===== config.mk =====
export PLATFORM = sky130hd
export DESIGN_NAME = lcd_pin_formatter
export DESIGN_NICKNAME = d
export VERILOG_FILES = /design/src/rtl/lcdfmt_pkg.sv /design/src/rtl/lcdfmt_packer.sv /design/src/rtl/lcdfmt_pins.sv /design/src/rtl/lcd_pin_formatter.sv
export SDC_FILE = /design/constraint.sdc
export NUM_CORES = 1
export LEC_CHECK = 0
export BUFFER_PORTS_ARGS = -buffer_cell sky130_fd_sc_hd__buf_2
export CORE_ASPECT_RATIO = 2
export CORE_MARGIN = 2
export CORE_UTILIZATION = 45
export DETAILED_ROUTE_END_ITERATION = 16
export HOLD_SLACK_MARGIN = 0.12
export MAX_ROUTING_LAYER = met4
export PLACE_DENSITY = 0.7
export SLEW_MARGIN = 30
export SYNTH_ARGS = -nofsm -noshare
export SYNTH_HDL_FRONTEND = slang
export SYNTH_SLANG_ARGS = --single-unit

===== constraint.sdc =====
create_clock -name clk -period 3.65 [get_ports clk]
set_input_delay 0.1825 -clock clk [delete_from_list [all_inputs] [get_ports clk]]
set_output_delay 0.1825 -clock clk [all_outputs]
set_load 0.02 [all_outputs]

===== src/rtl/lcdfmt_pkg.sv =====
package lcdfmt_pkg;
    typedef enum logic [1:0] {
        MODE_TFT   = 2'b00,
        MODE_MONO4 = 2'b01,
        MODE_MONO8 = 2'b10,
        MODE_CSTN  = 2'b11
    } lcd_mode_e;
endpackage


===== src/rtl/lcdfmt_packer.sv =====
module lcdfmt_packer
    import lcdfmt_pkg::*;
#(
    parameter int PIX_W = 12,
    parameter int BUS_W = 8,
    parameter int SUB_N = 3
) (
    input  logic             clk,
    input  logic             rst_n,
    input  logic             en,
    input  logic [1:0]       mode,
    input  logic             accept,
    input  logic [PIX_W-1:0] pix,
    output logic             word_vld,
    output logic [BUS_W-1:0] word
);
    localparam int ACC_W = BUS_W + SUB_N;
    localparam int CNT_W = $clog2(ACC_W + 1);
    localparam int R_BIT = PIX_W - 1;
    localparam int G_BIT = 2 * PIX_W / 3 - 1;
    localparam int B_BIT = PIX_W / 3 - 1;
    localparam logic [ACC_W-1:0] ONE = ACC_W'(1);

    typedef struct packed {
        logic [ACC_W-1:0] acc;
        logic [CNT_W-1:0] cnt;
    } pack_s;

    pack_s st_d, st_q;

    logic [ACC_W-1:0] sub_bits, wide, shifted;
    logic [CNT_W-1:0] step, target, sum, rem;

    always_comb begin
        st_d     = st_q;
        word_vld = 1'b0;
        word     = '0;
        sub_bits = '0;
        if (mode == MODE_CSTN) begin
            sub_bits[2:0] = {pix[R_BIT], pix[G_BIT], pix[B_BIT]};
            step          = CNT_W'(SUB_N);
        end else begin
            sub_bits[0] = pix[R_BIT];
            step        = CNT_W'(1);
        end
        target  = (mode == MODE_MONO4) ? CNT_W'(4) : CNT_W'(BUS_W);
        wide    = (st_q.acc << step) | sub_bits;
        sum     = st_q.cnt + step;
        rem     = sum - target;
        shifted = wide >> rem;
        if (!en || mode == MODE_TFT) begin
            st_d = '0;
        end else if (accept) begin
            if (sum >= target) begin
                word_vld = 1'b1;
                word     = shifted[BUS_W-1:0];
                st_d.acc = wide & ((ONE << rem) - ONE);
                st_d.cnt = rem;
            end else begin
                st_d.acc = wide;
                st_d.cnt = sum;
            end
        end
    end

    always_ff @(posedge clk or negedge rst_n) begin
        if (!rst_n) st_q <= '0;
        else        st_q <= st_d;
    end


    cnt_bound_chk: assert property (@(posedge clk) disable iff (!rst_n)
        st_q.cnt < CNT_W'(BUS_W));
endmodule


===== src/rtl/lcdfmt_pins.sv =====
module lcdfmt_pins
    import lcdfmt_pkg::*;
#(
    parameter int DATA_W = 12,
    parameter int BUS_W  = 8
) (
    input  logic              clk,
    input  logic              rst_n,
    input  logic              en,
    input  logic [1:0]        mode,
    input  logic              accept,
    input  logic [DATA_W-1:0] pix,
    input  logic              word_vld,
    input  logic [BUS_W-1:0]  word,
    input  logic              line_start,
    input  logic              frame_start,
    output logic              pclk_en,
    output logic              lclk,
    output logic              fclk,
    output logic              acb,
    output logic [DATA_W-1:0] data
);
    typedef struct packed {
        logic              pclk;
        logic              lclk;
        logic              fclk;
        logic              acb;
        logic [DATA_W-1:0] data;
    } pin_s;

    pin_s pin_d, pin_q;
    logic tft;

    always_comb begin
        tft   = (mode == MODE_TFT);
        pin_d = pin_q;
        if (!en) begin
            pin_d = '0;
        end else begin
            pin_d.lclk = line_start;
            pin_d.fclk = frame_start;
            if (tft) begin
                pin_d.pclk = 1'b1;
                pin_d.acb  = accept;
                if (accept) pin_d.data = pix;
            end else begin
                pin_d.pclk = word_vld;
                if (frame_start) pin_d.acb = ~pin_q.acb;
                if (word_vld) begin
                    pin_d.data             = '0;
                    pin_d.data[BUS_W-1:0]  = word;
                end
            end
        end
    end

    always_ff @(posedge clk or negedge rst_n) begin
        if (!rst_n) pin_q <= '0;
        else        pin_q <= pin_d;
    end

    assign pclk_en = pin_q.pclk;
    assign lclk    = pin_q.lclk;
    assign fclk    = pin_q.fclk;
    assign acb     = pin_q.acb;
    assign data    = pin_q.data;


    tft_clock_chk: assert property (@(posedge clk) disable iff (!rst_n)
        (en && mode == MODE_TFT) |=> pclk_en);

    tft_de_chk: assert property (@(posedge clk) disable iff (!rst_n)
        (en && mode == MODE_TFT && accept) |=> (acb && data == $past(pix)));

    sync_follow_chk: assert property (@(posedge clk) disable iff (!rst_n)
        en |=> (lclk == $past(line_start) && fclk == $past(frame_start)));

    stn_clock_chk: assert property (@(posedge clk) disable iff (!rst_n)
        (en && mode != MODE_TFT && !word_vld) |=> !pclk_en);

    stn_bias_hold_chk: assert property (@(posedge clk) disable iff (!rst_n)
        (en && mode != MODE_TFT && !frame_start) |=> $stable(acb));

    off_pins_chk: assert property (@(posedge clk) disable iff (!rst_n)
        !en |=> (!pclk_en && !lclk && !fclk && !acb && data == '0));
endmodule


===== src/rtl/lcd_pin_formatter.sv =====
module lcd_pin_formatter
    import lcdfmt_pkg::*;
#(
    parameter int PIX_W = 12,
    parameter int BUS_W = 8
) (
    input  logic             clk,
    input  logic             rst_n,
    input  logic             lcd_en,
    input  logic [1:0]       mode,
    input  logic             in_valid,
    output logic             in_ready,
    input  logic [PIX_W-1:0] in_pix,
    input  logic             line_start,
    input  logic             frame_start,
    input  logic             active,
    output logic             lcd_pclk_en,
    output logic             lcd_lclk,
    output logic             lcd_fclk,
    output logic             lcd_acb,
    output logic [PIX_W-1:0] lcd_data
);
    logic             accept;
    logic             word_vld;
    logic [BUS_W-1:0] word;

    assign in_ready = lcd_en && active;
    assign accept   = in_valid && in_ready;

    lcdfmt_packer #(.PIX_W(PIX_W), .BUS_W(BUS_W), .SUB_N(3)) i_packer (
        .clk(clk), .rst_n(rst_n), .en(lcd_en), .mode(mode),
        .accept(accept), .pix(in_pix), .word_vld(word_vld), .word(word)
    );

    lcdfmt_pins #(.DATA_W(PIX_W), .BUS_W(BUS_W)) i_pins (
        .clk(clk), .rst_n(rst_n), .en(lcd_en), .mode(mode),
        .accept(accept), .pix(in_pix), .word_vld(word_vld), .word(word),
        .line_start(line_start), .frame_start(frame_start),
        .pclk_en(lcd_pclk_en), .lclk(lcd_lclk), .fclk(lcd_fclk),
        .acb(lcd_acb), .data(lcd_data)
    );


    reset_pins_chk: assert property (@(posedge clk)
        !rst_n |-> (!lcd_pclk_en && !lcd_acb && lcd_data == '0));
endmodule


==> results of run 1 <==
-- worst max-delay path by stage --
stage	startpoint	depth (start not counted)	endpoint	slack (ns)
2_1_floorplan	mode[0]	18	i_packer.st_q[10]	0.11
3_3_place_gp	mode[0]	14	i_packer.st_q[8]	0.50
3_5_place_dp	mode[0]	14	i_packer.st_q[8]	0.36
4_1_cts	i_packer.st_q[1]	15	i_packer.st_q[8]	0.35
5_1_grt	i_packer.st_q[1]	15	i_packer.st_q[8]	0.01
6_report	i_packer.st_q[1]	15	i_packer.st_q[8]	0.34
-- routing by layer --
metal / part of all wire [%] / wire length [um] / vias to the layer above / GRT usage, %
li1: - / - / 1082 / -
met1: 35 / 2340 / 1080 / 24.0
met2: 53 / 3530 / 85 / 42.6
met3: 4.5 / 299 / 37 / 3.93
met4: 7.6 / 507 / 0 / 19.3
met5: 0 / 0 / - / -
-- report_power, final --
group	internal [mW]	total, mW	switching [mW]
Clock	0.152	0.282	0.130
Sequential	0.343	0.352	0.00854
Combinational	0.106	0.281	0.174
Total	0.602	0.915	0.313
-- critical path: stages, from the launching register on --
cell and delay (ns):
dfrtp_1 0.42, xnor2_1 0.32, ha_1 0.22, a21oi_1 0.05
xor2_1 0.18, ha_1 0.17, inv_1 0.05, fa_1 0.45
nor2b_1 0.20, nand2_1 0.11, ha_1 0.28, inv_1 0.12
nand3_1 0.07, o21ai_0 0.09, a21oi_1 0.09, o41ai_1 0.38
-- final cells by class --
| type | instances | area [um2] |
|---|---|---|
| clock buffer | 7 | 86.3 |
| clock inverter | 1 | 5.00 |
| fill | 497 | 2350 |
| inverter | 9 | 33.8 |
| multi-input combinational | 215 | 1480 |
| sequential | 30 | 751 |
| tap | 58 | 72.6 |
| timing repair buffer | 53 | 318 |
-- state kept, by name (all words and copies together) (netlist names) --
register and cells:
i_packer.st_q 14, i_pins.data 12, i_pins.acb 1, i_pins.fclk 1
i_pins.lclk 1, i_pins.pclk_en 1
-- cell families after synthesis --
| logic type | Yosys count | share of synthesized area (%) |
|---|---|---|
| and+or+nand+nor | 99 | 19.2 |
| muxes | 16 | 8.20 |
| adders and majority gates | 10 | 5.54 |
| buffers and inverters | 28 | 5.33 |
| xor gates and xnor gates | 8 | 3.78 |
| DFF | 30 | 32.0 |
| AOI/OAI and AO/OA | 82 | 25.9 |
-- cells in the final DEF (no fill, tap or decap), types with 4 or more instances in the layout --
cell and n:
nor4_1 4, xnor2_1 6, a211oi_1 5, buf_2 37, nand2_1 34, a21oi_1 12
dfrtp_1 30, clkbuf_8 6, nor2_1 30, a22oi_1 7, a22o_1 5, nor3_1 4
and2_1 4, o21ai_0 15, o41ai_1 6, mux2i_1 8, buf_4 11, ha_1 8
inv_1 9, dlygate4sd3_1 5, mux2_2 6, nand3_1 7
-- through the flow --
step	utilization [%]	power, mW	hold WS, ns
after global routing	53.9	0.961	0.134
after CTS	53.9	0.917	0.130
after global placement	51.0	0.627	0.268
after floorplan	-	0.547	-0.113
final	53.9	0.915	0.126
after detailed placement	51.1	0.632	0.274
==> impl_summary.md, run 1 <==
Floorplanning
The count of pins on the block boundary is 38. In this run the horizontal extent of the chip is roughly 55 um. The area of the die is between 5000 and 6000 um2. The vertical die dimension is 106 um.

The core region is a little over 5000 um2. The floorplan has 37 rows. The starting utilization of the core area is a little under half.

Worst hold path
Counting instances, the worst hold path has a depth of 3. In this run the most critical hold path is launched from in_pix[2]. The type of the worst min-delay path is in -> reg. For hold timing, the worst endpoint is i_pins.data[2].

Yosys
The post-synthesis cell count is approximately 270. The post-synthesis sequential area ratio is a little under a third. The per-instance average area after synthesis is 8.60 um2.

Yosys printed 0 warnings. After synthesis, the largest area contributor takes up a little under a third of total cell area. Counting flops with a built-in enable in the synthesized netlist gives 0. The net count after synthesis is 303. By count the netlist is led by nand2_1, dfrtp_1, nor2_1, o21ai_0, a21oi_1. The async set-or-reset flop fraction in the synthesized netlist is 100%. The post-synthesis cell type count is 57. In the post-synthesis netlist, the biggest area contributors are dfrtp_1, nand2_1, nor2_1, ha_1, mux2i_1. The synthesized netlist occupies a cell area of around 2300 um2. The most area-hungry cell type in the Yosys netlist is dfrtp_1. Among all flip-flop cells after synthesis, the most frequent one is dfrtp_1. The synthesis-stage register bit count is 30.

By instance count, the leading cell after synthesis is nand2_1.

Timing
Setup repair after global routing left no endpoint under its margin. Clock skew on the completed layout was measured at ~0.0058 ns. The number of pins exceeding their max-slew limit in the final report was 0.

The final setup TNS is 0 ns. The count of endpoints failing setup in the final report is 0. The clock period could shrink to ~3.3 ns. The highest clock frequency the design can meet is between 300 and 400 MHz. The slack of the critical path is about 0.34 ns.

The worst path uses between 90% and 100% of the clock period. At the pin with the least slew margin, the transition time is around 0.9 ns. Headroom to the max-slew limit came out at roughly two fifths. The final hold violation count is 0.

Cells and area
The final layout net count is about 340. From synthesis to final layout, the design area changed by 16.8%. The cell area after layout is ~2700 um2. The post-route non-filler standard cell count is around 370.

0 antenna diodes ended up in the layout. The fraction of final layout cells with drive strength greater than 1 is 22.9%.

Clock network
The number of buffers inserted during clock tree synthesis is 5. The count of instances resized after the clock tree is built is 0. After clock tree synthesis, the clock-pin slew on the worst setup and hold paths is about 0.07 ns. Clock tree synthesis selected as its root buffer the cell clkbuf_8. The number of clock sinks seen by CTS is 30. The maximum buffer depth of the clock tree is 2.

The clock tree from TritonCTS is built. Post-CTS timing repair inserted 0 buffers for setup. The clock reaches the later pin of the worst-skew pair after just under 0.3 ns. In this run, post-CTS hold repair placed 5 buffers. The H-tree was split into 2 levels.

Routing
After detailed routing, the average wire length per cell comes to about 18 um. Wires add up to 6.68 mm. For this run, the detailed router's first-pass iteration total came to 4. The final antenna-violating net count is 0.

Dividing the detail-routed via count by the number of cells gives 6.12. After the first detailed-routing iteration, the DRC count stood at 68. For this block, the via count after detailed routing is between 2000 and 2500. The number of DRC violations after detailed routing is 0.

Global routing
Entering global routing, the biggest net connects 31 pins. The initial antenna violation count came to 0. The via count of the first global-routing pass is between 2000 and 2500. The sum of overflow across all layers after global routing is 0. Global routing used roughly 25% of the available tracks across all layers. The first global-routing pass estimated 10.6 mm of wire.

Place
Input and output buffers added on the ports amount to 37. The global placer's final weighted congestion is ~0.9. The post-detailed-placement cell area is 2600 um2.

The half-perimeter wire length after detailed placement is between 5 and 6 mm. The number of instances in the placed design is 360. The worst slack at placement is 0.365 ns.

Setup path
The critical path launch point type is a flop. The maximum fanout along the worst path is 6. The depth of the worst register-to-register path is 15.

The worst setup path is captured at a flop. The beginning of the worst register-to-register path is i_packer.st_q[1]. The type of the setup path with the least slack is reg -> reg. Data on the critical path arrives at its endpoint at about 3.5 ns. The minimum setup slack among reg-to-reg paths is roughly 0.34 ns. The worst register-to-register path ends at i_packer.st_q[8]. The data required time of the worst path is approximately 3.8 ns.

Run status
The run finished with clean final reports.

Pwr
The total leakage power is 1.28 nW. The maximum vdd ir drop is between 0.0002 and 0.00025 V. Dividing total power by cell area gives a power density of 333 nW/um2.

Run
Max-cap violations in this run came to 0.
Power figures use the tool's default switching activity.
==> run 2, diff against run 1 <==
--- a/config.mk
+++ b/config.mk
@@ -12,7 +12,7 @@
 export DETAILED_ROUTE_END_ITERATION = 16
 export HOLD_SLACK_MARGIN = 0.12
 export MAX_ROUTING_LAYER = met4
-export PLACE_DENSITY = 0.7
+export PLACE_DENSITY = 0.71
 export SLEW_MARGIN = 30
 export SYNTH_ARGS = -nofsm -noshare
 export SYNTH_HDL_FRONTEND = slang
==> run 2 against run 1 <==
Effect of this change:
- register-to-register slack better by 0.05 ns
- first-iteration DRC count is 29% higher
- clock-buffer cell count stayed put
- total power hardly changed
- die area stayed put
- maximum frequency is 1.5% higher
- critical path depth stayed put
- worst hold slack better by 0.0031 ns
- via count is 0.61% higher
- highest routed layer unchanged
- sequential share of layout area is 0.18 points higher
- routed wire length is 1.0% higher
- non-clock buffer count is 2 lower
==> impl_summary.md, run 2 (same netlist as run 1, synthesis figures left out) <==
Run status
Status: completed (unchanged).

Setup path
The maximum fanout along the worst path is 6 (unchanged). The critical path launch point type is a flop (unchanged). The minimum setup slack among reg-to-reg paths is 0.39 ns (was 0.34 ns).

The beginning of the worst register-to-register path is i_packer.st_q[1] (unchanged). The data required time of the worst path is 3.83 ns (was 3.82 ns). The worst flop-to-flop path endpoint is i_packer.st_q[8] (unchanged).

The worst path arrival time was 3.44 ns (was 3.48 ns). The type of the setup path with the least slack is reg -> reg (unchanged). The element type at the critical path end is a flop (unchanged).

The depth of the worst register-to-register path is 15 (unchanged).

Cells and area
Commonest cells after routing, fill and taps aside: buf_2, nand2_1, nor2_1, dfrtp_1, o21ai_0 (unchanged). The filler cell count is 494 (was 497). The number of antenna cells inserted is 0 (unchanged). The core occupancy in the finished layout is 53.5% (was 53.9%).

The flip-flop count of the largest register, all copies and words added is 14 (unchanged). The fraction of final layout cells with drive strength greater than 1 is 22.7% (was 22.9%). The synthesis-to-layout area growth is 16.0% (was 16.8%). The largest register by flop count is i_packer.st_q (unchanged). The most common cell after layout, fill and taps aside is buf_2 (unchanged). The final layout net count was 342 (was 344).

Clock network
The clock tree from TritonCTS is built (unchanged). The number of clock sinks seen by CTS is 30 (unchanged). The clock transition at the register clock pins on the worst setup and hold paths after CTS is 0.07 ns (about the same). The clock latency on the worst-skew pair is 0.29 ns (about the same). The root cell of the clock tree is clkbuf_8 (unchanged). The maximum buffer depth of the clock tree is 2 (unchanged). The number of buffers inserted during clock tree synthesis came to 5 (unchanged). The count of instances resized after the clock tree is built was 0 (unchanged). The total number of H-tree levels is 2 (unchanged).

Floorplanning
The placeable core region is 5090 um2 (unchanged). The count of pins on the block boundary is 38 (unchanged). The number of standard-cell rows in the floorplan came to 37 (unchanged). The vertical die dimension came to 106 um (unchanged). The starting utilization of the core area is 46.1% (unchanged). The area of the die is 5850 um2 (unchanged). The width of the die was 55.1 um (unchanged).

Pwr
The power density normalized to cell area is 335 nW/um2 (was 333 nW/um2). The maximum vdd ir drop is 0.000213 V (was 0.000203 V). The total leakage power is 1.27 nW (was 1.28 nW).

Routing
The average vias per placed instance came to 6.19 (was 6.12). The detailed-route wire length is 6.75 mm (was 6.68 mm). The first-iteration detailed-routing DRC count came to 88 (was 68). The number of DRC violations after detailed routing was 0 (unchanged).

The final antenna-violating net count is 0 (unchanged). The final routed wire length divided by cell count is 18.2 um (was 17.9 um). The number of search-and-repair iterations in the first detailed-routing pass came to 4 (unchanged). The total number of vias is 2298 (was 2284).

Global routing
The initial antenna violation count was 0 (unchanged). The sum of overflow across all layers after global routing is 0 (unchanged). The first-pass GRT wire length is 10.7 mm (was 10.6 mm). The via count of the first global-routing pass was 2301 (was 2247). The largest net degree at the start of global routing is 31 (unchanged). The aggregate global-route resource usage is 25.9% (was 25.4%).

Worst hold path
The end of the worst hold path is i_pins.data[0] (was i_pins.data[2]). The type of the worst min-delay path is in -> reg (unchanged). The number of stages on the worst hold path is 3 (unchanged). The origin of the worst min-delay path is in_pix[0] (was in_pix[2]).

Timing
The number of pins exceeding their max-slew limit in the final report came to 0 (unchanged). The slew of the pin with the lowest slew margin was 0.891 ns (was 0.899 ns). The count of endpoints failing setup in the final report is 0 (unchanged). The ratio of final minimum period to clock period came to 89.3% (was 90.7%). Unrepaired setup endpoints after global routing: false (unchanged). The final setup TNS came to 0 ns (unchanged). The highest clock frequency the design can meet is 307 MHz (was 302 MHz). The clock tree skew after final layout was 0.00564 ns (was 0.00578 ns). The final hold violation count is 0 (unchanged). The max-slew headroom at the worst pin was 40.4% (was 39.9%). The minimum clock period after layout is 3.26 ns (was 3.31 ns).

Place
The number of buffers inserted by port buffering is 37 (unchanged). The global placer's final weighted congestion was 0.910 (was 0.892). The half-perimeter wire length after detailed placement is 5.10 mm (was 5.02 mm).

Run
The total of max-cap violations is 0 (unchanged).
==> run 2: changes by cell type in the layout (fill, tap and decap cells not counted) <==
cell           delta
dlygate4sd3_1     -1
buf_4             -1
==> run 2: timing repair <==
item | 4_1_cts | 5_1_grt
endpoints found under the hold margin | 33 | 0
setup endpoints to repair | 0 | 0
hold buffers | 4 | 0
setup buffers | 0 | 0
==> run 2: critical path, stage by stage, from the launching register on <==
cell and delay [ns]:
dfrtp_1 0.42, xnor2_1 0.33, ha_1 0.21, a21oi_1 0.05, xor2_1 0.19, ha_1 0.17, inv_1 0.04, fa_1 0.45
nor2b_1 0.20, nand2_1 0.10, ha_1 0.28, inv_1 0.12, nand3_1 0.07, o21ai_0 0.09, a21oi_1 0.09, o41ai_1 0.33
==> run 2: worst max-delay path by stage <==
stage | start | end | slack [ns]
2_1_floorplan | mode[0] | i_packer.st_q[10] | 0.11
3_3_place_gp | mode[0] | i_packer.st_q[8] | 0.51
3_5_place_dp | mode[0] | i_packer.st_q[8] | 0.43
4_1_cts | i_packer.st_q[1] | i_packer.st_q[8] | 0.40
5_1_grt | i_packer.st_q[1] | i_packer.st_q[10] | 0.03
6_report | i_packer.st_q[1] | i_packer.st_q[8] | 0.39
==> run 2: per-layer routing <==
metal | global-route usage, % | vias up | routed length, um
li1 | - | 1079 | -
met1 | 25.4 | 1096 | 2330
met2 | 42.2 | 85 | 3600
met3 | 3.65 | 38 | 279
met4 | 20.9 | 0 | 531
met5 | - | - | 0
==> run 2: layout make-up <==
class / instances / area (um2) / share of cell area, %
Multi-Input combinational cell: 215 / 1480 / 54.2
Sequential cell: 30 / 751 / 27.5
Timing Repair Buffer: 51 / 300 / 11.0
Clock buffer: 7 / 86.3 / 3.17
Tap cell: 58 / 72.6 / 2.66
Inverter: 9 / 33.8 / 1.24
Clock inverter: 1 / 5.00 / 0.184
==> run 2: stage by stage <==
step	hold slack, ns	worst slack [ns]	instances	total power [mW]	instance area, um2
floorplan	-0.113	0.105	273	0.547	2350
global placement	0.262	0.507	359	0.628	2590
finish	0.129	0.391	371	0.914	2730
detailed placement	0.259	0.430	359	0.631	2590
global route	0.130	0.0293	371	0.963	2730
CTS	0.128	0.402	371	0.916	2730
==> run 2: power breakdown <==
group	total (mW)	internal (mW)	switching, mW
Combinational	0.280	0.106	0.174
Sequential	0.352	0.343	0.00845
Clock	0.282	0.152	0.130
Total	0.914	0.601	0.313
